### config.mk
export PLATFORM = sky130hd
export DESIGN_NAME = sbsel_validator
export DESIGN_NICKNAME = d
export VERILOG_FILES = /design/src/rtl/sbsel_pkg.sv /design/src/rtl/sbsel_mirror_chk.sv /design/src/rtl/sbsel_comp_chk.sv /design/src/rtl/sbsel_const_sel.sv /design/src/rtl/sbsel_validator.sv
export SDC_FILE = /design/constraint.sdc
export NUM_CORES = 1
export LEC_CHECK = 0
export BUFFER_PORTS_ARGS = -buffer_cell sky130_fd_sc_hd__buf_2
export CORE_MARGIN = 5
export CORE_UTILIZATION = 25
export DETAILED_ROUTE_END_ITERATION = 8
export MAX_ROUTING_LAYER = met4
export PLACE_DENSITY = 0.57
export SYNTH_ARGS = -nofsm -noshare
export SYNTH_HDL_FRONTEND = slang
export SYNTH_SLANG_ARGS = --single-unit
### constraint.sdc
create_clock -name clk -period 3.4 [get_ports clk]
set_input_delay 0.85 -clock clk [delete_from_list [all_inputs] [get_ports clk]]
set_output_delay 0.85 -clock clk [all_outputs]
set_load 0.02 [all_outputs]
### src/rtl/sbsel_pkg.sv
package sbsel_pkg;

    localparam int SB_BYTE_W  = 8;
    localparam int SB_CONST_W = 32;
    localparam int SB_IDX_W   = 8;

    typedef enum logic [2:0] {
        VERD_BLANK  = 3'd0,
        VERD_GOOD   = 3'd1,
        VERD_ASYM   = 3'd2,
        VERD_MULTI  = 3'd3,
        VERD_NIBBLE = 3'd4,
        VERD_RANGE  = 3'd5
    } verdict_e;

endpackage

### src/rtl/sbsel_mirror_chk.sv
module sbsel_mirror_chk #(
    parameter int BYTE_W = 8,
    parameter int STEP   = 16,
    parameter int IDX_W  = 8
) (
    input  logic [BYTE_W-1:0] lo_byte,
    output logic              sym_ok,
    output logic              multi_zero,
    output logic [IDX_W-1:0]  base
);
    localparam int PAIRS = BYTE_W / 2;

    logic [PAIRS-1:0] mism;
    logic [PAIRS-1:0] pair_zero;

    for (genvar k = 0; k < PAIRS; k++) begin : g_pair
        assign mism[k]      = lo_byte[k] ^ lo_byte[BYTE_W-1-k];
        assign pair_zero[k] = ~lo_byte[k] & ~lo_byte[BYTE_W-1-k];
    end

    always_comb begin
        int zcnt;
        logic found;
        zcnt  = 0;
        found = 1'b0;
        base  = '0;
        for (int k = 0; k < PAIRS; k++) begin
            if (pair_zero[k]) begin
                zcnt = zcnt + 1;
                if (!found) begin
                    base  = IDX_W'(k * STEP);
                    found = 1'b1;
                end
            end
        end
        sym_ok     = ~|mism;
        multi_zero = (zcnt > 1);
    end

endmodule

### src/rtl/sbsel_comp_chk.sv
module sbsel_comp_chk #(
    parameter int BYTE_W = 8
) (
    input  logic [BYTE_W-1:0]   hi_byte,
    output logic                comp_ok,
    output logic [BYTE_W/2-1:0] low_nib
);
    localparam int HALF = BYTE_W / 2;

    logic [HALF-1:0] upper_nib;

    assign low_nib   = hi_byte[HALF-1:0];
    assign upper_nib = hi_byte[BYTE_W-1:HALF];
    assign comp_ok   = &(low_nib ^ upper_nib);

endmodule

### src/rtl/sbsel_const_sel.sv
module sbsel_const_sel #(
    parameter int                           CONST_W   = 32,
    parameter int                           NUM_CONST = 2,
    parameter int                           IDX_W     = 8,
    parameter logic [NUM_CONST*CONST_W-1:0] TABLE     = '0
) (
    input  logic [IDX_W-1:0]   idx,
    output logic               in_range,
    output logic [CONST_W-1:0] value
);
    logic [NUM_CONST-1:0]  hit;
    logic [CONST_W-1:0]    term [NUM_CONST];

    for (genvar e = 0; e < NUM_CONST; e++) begin : g_entry
        assign hit[e]  = (idx == IDX_W'(e));
        assign term[e] = hit[e] ? TABLE[e*CONST_W +: CONST_W] : '0;
    end

    always_comb begin
        value = '0;
        for (int e = 0; e < NUM_CONST; e++) begin
            value = value | term[e];
        end
        in_range = |hit;
    end

endmodule

### src/rtl/sbsel_validator.sv
module sbsel_validator
    import sbsel_pkg::*;
#(
    parameter int                           BYTE_W    = SB_BYTE_W,
    parameter int                           CONST_W   = SB_CONST_W,
    parameter int                           IDX_W     = SB_IDX_W,
    parameter int                           NUM_CONST = 2,
    parameter logic [NUM_CONST*CONST_W-1:0] TABLE     = {32'h0C00_0180, 32'h0800_0100}
) (
    input  logic                clk,
    input  logic                rst_n,
    input  logic                in_valid,
    input  logic [4*BYTE_W-1:0] in_bytes,
    output logic                boot_en,
    output logic [CONST_W-1:0]  sel_const,
    output logic [BYTE_W-1:0]   ext_id,
    output logic [BYTE_W-1:0]   serial_id,
    output logic                bad_sel,
    output logic                done
);
    localparam int FIELD_W = 2 * BYTE_W;
    localparam int HALF    = BYTE_W / 2;

    typedef struct packed {
        logic               done;
        logic               boot;
        logic               bad;
        logic [CONST_W-1:0] cnst;
        logic [BYTE_W-1:0]  ext;
        logic [BYTE_W-1:0]  ser;
    } out_st_t;

    out_st_t st_d, st_q;

    logic [FIELD_W-1:0] field;
    logic [BYTE_W-1:0]  lo_b, hi_b;
    logic               sym_ok, multi_zero, comp_ok, in_range;
    logic [IDX_W-1:0]   base, index;
    logic [HALF-1:0]    low_nib;
    logic [CONST_W-1:0] table_val;
    verdict_e           verdict;

    assign lo_b  = in_bytes[2*BYTE_W +: BYTE_W];
    assign hi_b  = in_bytes[3*BYTE_W +: BYTE_W];
    assign field = {hi_b, lo_b};

    sbsel_mirror_chk #(.BYTE_W(BYTE_W), .STEP(16), .IDX_W(IDX_W)) u_mirror (
        .lo_byte    (lo_b),
        .sym_ok     (sym_ok),
        .multi_zero (multi_zero),
        .base       (base)
    );

    sbsel_comp_chk #(.BYTE_W(BYTE_W)) u_comp (
        .hi_byte (hi_b),
        .comp_ok (comp_ok),
        .low_nib (low_nib)
    );

    assign index = base + IDX_W'(low_nib);

    sbsel_const_sel #(
        .CONST_W   (CONST_W),
        .NUM_CONST (NUM_CONST),
        .IDX_W     (IDX_W),
        .TABLE     (TABLE)
    ) u_const (
        .idx      (index),
        .in_range (in_range),
        .value    (table_val)
    );

    always_comb begin
        if (field == '1)        verdict = VERD_BLANK;
        else if (!sym_ok)       verdict = VERD_ASYM;
        else if (multi_zero)    verdict = VERD_MULTI;
        else if (!comp_ok)      verdict = VERD_NIBBLE;
        else if (!in_range)     verdict = VERD_RANGE;
        else                    verdict = VERD_GOOD;
    end

    always_comb begin
        st_d      = st_q;
        st_d.done = 1'b0;
        if (in_valid) begin
            st_d.done = 1'b1;
            st_d.ext  = in_bytes[0 +: BYTE_W];
            st_d.ser  = in_bytes[BYTE_W +: BYTE_W];
            st_d.boot = (verdict == VERD_GOOD);
            st_d.bad  = (verdict != VERD_GOOD) && (verdict != VERD_BLANK);
            st_d.cnst = (verdict == VERD_GOOD) ? table_val : '0;
        end
    end

    always_ff @(posedge clk) begin
        if (!rst_n) st_q <= '0;
        else        st_q <= st_d;
    end

    assign done      = st_q.done;
    assign boot_en   = st_q.boot;
    assign bad_sel   = st_q.bad;
    assign sel_const = st_q.cnst;
    assign ext_id    = st_q.ext;
    assign serial_id = st_q.ser;

    AST_DONE_AFTER_STROBE: assert property (@(posedge clk) disable iff (!rst_n)
        in_valid |=> done);
    AST_DONE_IDLE: assert property (@(posedge clk) disable iff (!rst_n)
        !in_valid |=> !done);
    AST_HOLD_RESULT: assert property (@(posedge clk) disable iff (!rst_n)
        !in_valid |=> $stable({boot_en, bad_sel, sel_const, ext_id, serial_id}));
    AST_ID_PASS: assert property (@(posedge clk) disable iff (!rst_n)
        in_valid |=> (ext_id == $past(in_bytes[BYTE_W-1:0]))
                  && (serial_id == $past(in_bytes[2*BYTE_W-1:BYTE_W])));
    AST_BLANK_QUIET: assert property (@(posedge clk) disable iff (!rst_n)
        (in_valid && in_bytes[4*BYTE_W-1:2*BYTE_W] == '1) |=> (!boot_en && !bad_sel));
    AST_NIBBLE_REJECT: assert property (@(posedge clk) disable iff (!rst_n)
        (in_valid && in_bytes[4*BYTE_W-1:2*BYTE_W] != '1
         && ((in_bytes[3*BYTE_W +: HALF] ^ in_bytes[3*BYTE_W+HALF +: HALF]) != '1))
        |=> bad_sel);
    AST_BOOT_EXCL: assert property (@(posedge clk) disable iff (!rst_n)
        boot_en |-> !bad_sel);
    AST_CONST_GATED: assert property (@(posedge clk) disable iff (!rst_n)
        !boot_en |-> (sel_const == '0));
    AST_CONST_NONZERO: assert property (@(posedge clk) disable iff (!rst_n)
        boot_en |-> (sel_const != '0));

endmodule

## After elaboration in Yosys (flattened, before gate mapping)

Index checks and enable logic that the tools add are counted.

| storage, ports and cells | value |
|---|---|
| bits in registers | 51 |
| bits of input ports | 35 |
| output and inout bits | 51 |

| operators by class | value |
|---|---|
| add/sub/neg operators | 4 |
| $lt $le $gt $ge | 1 |
| equality and inequality tests | 4 |
| multiplexer cells | 22 |
| bitwise operators | 18 |
| reductions and logical operators | 6 |

Operator list:

| operator | count |
|---|---|
| $mux 32 | 4 |
| $add 32x2->32 const B | 2 |
| $mux 28 | 2 |
| $mux 51 | 1 |
| $mux 8 | 5 |
| $gt 32x2->1 const B | 1 |
| $or 32x32->32 | 1 |
| $eq 16x16->1 const B | 1 |
| $mux 3 | 5 |
| $add 8x4->8 | 1 |
| $eq 8x1->1 const B | 1 |
| $logic_not 8->1 | 1 |
| $not 1->1 | 8 |
| $mux 5 | 1 |
| $and 1x1->1 | 4 |
| $mux 1 | 4 |
| $reduce_and 4->1 | 1 |
| $reduce_or 4->1 | 1 |
| $xor 1x1->1 | 4 |
| $xor 4x4->4 | 1 |
| $eq 3x1->1 const B | 1 |
| $ne 3x1->1 const B | 1 |
| $reduce_bool 3->1 | 1 |
| $add 1x1->2 const B | 1 |
| other kinds (2) | 2 |

## Longest topological paths before layout

Gate-level depths: netlist of run 1.

| depth | value |
|---|---|
| depth in word-level cells | 20 |
| depth in mapped cells | 9 |
| depth with buffers taken out | 9 |

## Modules after synthesis

From an unflattened synthesis of run 1, not the netlist that was laid out.

| second synthesis, totals | value |
|---|---|
| cell total of the unflattened synthesis | 253 |
| area, all modules | 2602.5 um^2 |

By module, submodules not included:

| module | instances | cells each | area each (um^2) |
|---|---|---|---|
| sbsel_validator | 1 | 164 | 1953.1 |
| sbsel_mirror_chk | 1 | 44 | 305.3 |
| sbsel_const_sel | 1 | 36 | 272.8 |
| sbsel_comp_chk | 1 | 9 | 71.3 |

## Least setup slack after synthesis of run 1

No wires, ideal clock.

| timing path | value |
|---|---|
| path kind | in2reg |
| start point | in in_bytes[17] |
| end point | reg st_q, in the netlist sel_const[26] |
| library setup time | 0.059 ns |
| arrival | 2.263 ns |
| data required time | 3.341 ns |
| setup slack | 1.078 ns |
| cell stages on the path | 6 |
| buffers on the path | 0 |
| path through | inv_1 -> ha_1 -> or4_4 -> or3_4 -> inv_2 -> a32o_2 |

| between the ends | value |
|---|---|
| cells in the longest elaborated chain, start to end | 17 |
| elaborated cells on any way between the ends | 31 |
| those cells by class | add/sub: 3; order compare: 1; eq/ne: 3; mux: 17; bitwise: 4; reduce/logical: 3 |

Ends and longest elaborated chain:

| element | RTL line | text |
|---|---|---|
| start: declaration | sbsel_validator.sv:13 | `input logic [4*BYTE_W-1:0] in_bytes,` |
| parallel branches: the longest is 16 deep, another holds $add 32x2->32 | n/a |  |
| $mux 32 (*) | sbsel_validator.sv:91 | `st_d.cnst = (verdict == VERD_GOOD) ? table_val : '0;` |
| end signal: assignment | sbsel_validator.sv:97 | `else st_q <= st_d;` |
| end: declaration | sbsel_validator.sv:33 | `out_st_t st_d, st_q;` |

Every way passes the cells marked *.
A chain may end at the register's enable or synchronous reset.

## Worst setup path in the final report of run 1

| timing path | value |
|---|---|
| start point | in in_bytes[16] |
| end point | reg st_q, in the netlist sel_const[26] |

| between the ends | value |
|---|---|
| cells in the longest elaborated chain, start to end | 19 |
| elaborated cells on any way between the ends | 35 |
| those cells by class | add/sub: 4; order compare: 1; eq/ne: 3; mux: 20; bitwise: 4; reduce/logical: 3 |

Ends and longest elaborated chain:

| element | RTL line |
|---|---|
| parallel branches: the longest is 18 deep, another holds $add 32x2->32 | n/a |
| $mux 32 (*) | sbsel_validator.sv:91 |

Marks and branches as above.

==> results.toml, run 1 <==
[placement]
io_buffers = 57
dp_hpwl_mm = 2.26
place_ws_ns = 0.836
globalplace.congestion = 0.734

[logic_synthesis]
synth_warnings = 0
synthDistinctLibCells = 30
synth_area_sq_um = 1300
ys_seq_area_share_pct = 32.3
syn_inst = 142
ys_seq_elements = 21
syn_avg_cell_area_sq_um = 9.15

[timing]
finalCritPeriodShare_pct = 67.6
fin_ws_ns = 1.10
slew_headroom_pct = 66.6
min_period_ns = 2.30
worst_pin_slew_ns = 0.501
setup_viol = 0
drv_slew = 0
fin_tns_setup_ns = 0
hold_violations = 0
max_freq_mhz = 435
hold_ws_ns = 0.453
skew_ns = 0
rsz0062_at_grt = "no"

[routing]
route.detailed.drc = 0
routed_wl_mm = 2.63
vias = 1012
vias_per_cell = 3.79
post_drt_wl_per_cell_um = 9.85
dr.pass1.iters = 2
ant_nets = 0
dr.first_iter.drc_count = 32

[final_layout]
area_growth_syn_to_layout_pct = 21.6
final_common_cell = "buf_2"
multi_input_area_sq_um = 689
fill_cells = 554
regArea_sq_um = 420
antennaDiodeCount = 0
final_cell_mix = "buf_2 (57), conb_1 (28), dfxtp_1 (21)"
drive_above_1_share_pct = 33.0
final_util_pct = 31.1
fin_nets = 242

[setup_path]
r2r-start = "sel_const[26]"
max_stage_delay_ns = 0.26
cp_data_required_time_ns = 3.60
cp-end-kind = "flop"
arrival_ns = 2.50
cp_cell_sequence = "buf_2 > inv_1 > ha_1 > inv_1 > ha_1 > nor4_1 > nand3_1 > a211oi_1 > o311a_2 > a32o_2"
crit_start = "in_bytes[16]"
cp-start-kind = "input port"
slowest_stage = "nor4_1"
crit_fanout = 3
timing.reg2reg.setup_slack_ns = 2.73
critical_path_class = "input port to flop"

[die]
die_h_um = 82.1
rows = 26
initial_utilization_pct = 25.6
core_sq_um = 5070
dieArea_sq_um = 6740
die_w_um = 82.1
io_pins = 86

[flow_run]
maxCapViolCount = 0

[worst_hold_path]
hold_class = "flop to flop"
hold_path.startpoint = "boot_en"

[global_routing]
grt_overflow = 0
grt_max_degree = 20
grt_pass1_wl_mm = 3.80
antenna_found_initial = 0
grt_pass1_vias = 904
track_usage_pct = 7.44

[clocking]
htreeDepth = 1
cts_resized = 0
clk_pin_slew_ns = 0.07
post-cts-setup-buffers = 0
cts_root_buffer = "clkbuf_8"
cts_tree = "yes"
cts_hold_buffers = 0
clkSinkCount = 21
cts_buffers = 3
clk-insertion-delay-late_ns = 0.25
cts.path.max_buffers = 2

[pwr]
power.switching_mw = 0.164
p_int_mw = 0.390
seqPwrFrac_pct = 47.6
p_clk_share_pct = 28.5
p_comb_share_pct = 23.9
power.density_nw_per_um2 = 351
p_sw_share_pct = 29.6
p_leak_nw = 0.859
vdd_ir_drop_max_v = 0.000136

[run_status]
outcome = "completed"
==> routing by layer <==
metal  up-vias  GRT usage, %  routed length (um)
li1        523             -                   -
met1       432          9.31                1190
met2        55          11.6                1160
met3         2          1.63                 260
met4         0          2.99                  26
met5         -             -                   0
==> registers in the layout, indices dropped and copies added, names as in the netlist <==
name	flops
boot_en	1
bad_sel	1
serial_id	8
ext_id	8
sel_const	2
done	1
==> area by class of cell <==
cell class	instances	area share, %
Clock buffer	4	2.85
Sequential cell	21	26.6
Multi-Input combinational cell	101	43.6
Timing Repair Buffer	57	18.1
Tap cell	70	5.54
Inverter	14	3.33
==> power groups by stage <==
| stage | Combinational, mW | Sequential (mW) | Clock (mW) |
|---|---|---|---|
| after floorplan | 0.0981 | 0.286 | 0 |
| after detailed placement | 0.134 | 0.270 | 0 |
| final | 0.132 | 0.264 | 0.158 |
| after CTS | 0.134 | 0.264 | 0.166 |
| after global routing | 0.146 | 0.266 | 0.184 |
| after global placement | 0.133 | 0.269 | 0 |
==> logic make-up after synthesis <==
logic type,after synthesis,synth area share (%)
xor+xnor,2,1.35
other cells,1,0.288
mux,16,12.3
fa+ha+maj,9,8.66
buf+inv,47,22.4
compound gates,12,6.64
simple gates,34,16.0
flops,21,32.3
==> final timing paths <==
path / end / cells past startpoint
worst max-delay path: sel_const[26] / 10
worst min-delay path: boot_en / 2
worst max register to register: sel_const[26] / 1
worst min register to register: boot_en / 2
==> worst max-delay path, delay by kind of cell <==
kind,cells,cell delay (ns)
adders and majority gates,2,0.36
and+or+nand+nor,2,0.39
buffers and inverters,3,0.24
AOI/OAI and AO/OA,3,0.65
==> metrics by stage <==
stage / instance area [sq um] / cells / power [mW]
2_1_floorplan: 1400 / 169 / 0.384
3_3_place_gp: 1540 / 263 / 0.402
3_5_place_dp: 1540 / 263 / 0.403
4_1_cts: 1580 / 267 / 0.564
5_1_grt: 1580 / 267 / 0.596
6_report: 1580 / 267 / 0.554
==> synth_stat cells (all sizes together) <==
library cell	number	area, sq um
nor2b	17	106
nand3b	1	7.51
mux2i	16	160
clkbuf	1	3.75
a211oi	2	15.0
o311a	1	11.3
nand3	1	5.00
xor2	1	8.76
ha	9	113
buf	32	235
xnor2	1	8.76
a21oi	2	10.0
o31ai	1	7.51
conb	1	3.75
or3	1	11.3
o311ai	1	8.76
nand4	4	25.0
o21ai	3	15.0
or4	1	11.3
a32o	1	11.3
nor3	2	10.0
dfxtp	21	420
nand2	4	15.0
inv	14	52.6
o21bai	1	7.51
nor2	1	3.75
nor4	2	12.5
No activity file was read; power rests on OpenSTA's default activity.
==> run 2: changes to the inputs <==
--- a/config.mk
+++ b/config.mk
@@ -10,7 +10,7 @@
 export CORE_UTILIZATION = 25
 export DETAILED_ROUTE_END_ITERATION = 8
 export MAX_ROUTING_LAYER = met4
-export PLACE_DENSITY = 0.57
+export PLACE_DENSITY = 0.59
 export SYNTH_ARGS = -nofsm -noshare
 export SYNTH_HDL_FRONTEND = slang
 export SYNTH_SLANG_ARGS = --single-unit
==> constraint.sdc (replaced) <==
create_clock -name clk -period 1.8 [get_ports clk]
set_input_delay 0.45 -clock clk [delete_from_list [all_inputs] [get_ports clk]]
set_output_delay 0.45 -clock clk [all_outputs]
set_load 0.02 [all_outputs]
==> run 2 against run 1 <==
Effect of this change:
- the flow now finishes with violations (setup timing)
- global-route usage grew 0.48 points
- final area grew 11%
- largest cell class unchanged
- highest routed layer unchanged
- die area is the same
- via count grew 2.9%
- core utilization grew 3.4 points
- final cell count grew 2.2%
- sequential share of layout area shrank 2.6 points
- critical path depth shrank 3
==> results.toml, run 2 (synthesized netlist as in run 1, its figures left out) <==
[routing]
post_drt_wl_per_cell_um = 10.2
routed_wl_mm = 2.79
vias = 1041
route.detailed.drc = 0
dr.pass1.iters = 3
vias_per_cell = 3.81
dr.first_iter.drc_count = 17
ant_nets = 0

[clocking]
clk_pin_slew_ns = 0.07
cts_root_buffer = "clkbuf_8"
cts_resized = 0
clkSinkCount = 21
htreeDepth = 1
cts_tree = "yes"
clk-insertion-delay-late_ns = 0.25
post-cts-setup-buffers = 0
cts_hold_buffers = 0
cts.path.max_buffers = 2
cts_buffers = 3

[flow_run]
maxCapViolCount = 0

[setup_path]
critical_path_class = "input port to flop"
cp_cell_sequence = "buf_2 > inv_12 > ha_4 > or4_4 > or3_4 > inv_2 > a32o_2"
crit_fanout = 3
slowest_stage = "or4_4"
cp_data_required_time_ns = 2.00
cp-start-kind = "input port"
critPathBufInv = 3
max_stage_delay_ns = 0.55
crit_start = "in_bytes[21]"
cp_top_family = "simple AND/OR/NAND/NOR gates"
cp-end-kind = "flop"
r2r-start = "sel_const[26]"
arrival_ns = 2.02

[timing]
fin_ws_ns = -0.0214
drv_slew = 0
max_freq_mhz = 549
rsz0062_at_grt = "yes"
finalCritPeriodShare_pct = 101
fin_tns_setup_ns = -0.0214
min_period_ns = 1.82
setup_viol = 1
skew_ns = 0
hold_violations = 0

[final_layout]
antennaDiodeCount = 0
drive_above_1_share_pct = 42.9
final_cell_mix = "buf_2 (55), conb_1 (28), dfxtp_1 (21)"
final_util_pct = 34.5
area_growth_syn_to_layout_pct = 34.8
final_common_cell = "buf_2"
fin_nets = 248

[pwr]
vdd_ir_drop_max_v = 0.000232
p_leak_nw = 0.896
power.density_nw_per_um2 = 618

[global_routing]
grt_pass1_wl_mm = 4.03
grt_pass1_vias = 901
grt_max_degree = 19
track_usage_pct = 7.92
grt_overflow = 0
antenna_found_initial = 0

[die]
dieArea_sq_um = 6740
die_h_um = 82.1
io_pins = 86
initial_utilization_pct = 25.6
die_w_um = 82.1
rows = 26
core_sq_um = 5070

[worst_hold_path]
hold_path.startpoint = "boot_en"
hold_class = "flop to flop"

[placement]
io_buffers = 57
globalplace.congestion = 0.777
dp_hpwl_mm = 2.45

[run_status]
outcome = "complete, but fails checks"
violations = "setup timing"
-- run 2: cell types whose count changed in the layout (fill, tap and decap cells not counted), moves of 2 or more --
cell,before,now
buf_2,57,55
buf_4,0,6
inv_4,0,3
ha_1,9,4
inv_1,13,5
ha_4,0,5
inv_2,1,5
buf_6,0,2
-- run 2: area by class of cell --
| type | instances | area [sq um] |
|---|---|---|
| fillers | 556 | 3320 |
| multi-input cells | 101 | 785 |
| flip-flops and latches | 21 | 420 |
| repair buffers | 63 | 343 |
| well taps | 70 | 87.6 |
| inverters | 14 | 72.6 |
| clock buffers | 4 | 45.0 |
-- run 2: worst paths after layout --
kind                   endpoint  slack [ns]  cells after the start
setup / recovery  sel_const[26]       -0.02                      7
hold / removal          boot_en        0.45                      2
setup reg to reg  sel_const[26]        1.14                      1
hold reg to reg         boot_en        0.45                      2
-- run 2: stage by stage --
step                      total power [mW]  worst slack, ns  area, sq um  hold WS (ns)  cells
after floorplan                      0.742          -0.0271         1490         0.521    169
after global placement               0.791           -0.247         1670         0.445    269
after detailed placement             0.793           -0.269         1670         0.439    269
after CTS                             1.09          0.00511         1710         0.448    273
after global routing                  1.16          -0.0406         1750         0.454    273
final                                 1.08          -0.0214         1750         0.446    273
-- run 2: worst min-delay path: cells and delay by family, from the launching register on --
family             cells  cell delay, ns
AOI/OAI and AO/OA      1            0.05
DFF                    1            0.31
and+or+nand+nor        1            0.05
-- run 2: report_power, final --
group          internal, mW  switching [mW]  leakage (nW)
logic                 0.115           0.178         0.700
clock network         0.157           0.135        0.0228
registers             0.489         0.00979         0.173
-- run 2: metal layers --
layer  global-route usage [%]  vias up  wire (um)
li1                         -      541          -
met1                     9.34      453       1150
met2                     13.2       45       1430
met3                     1.63        2        188
met4                     2.99        0         26
met5                        -        -          0
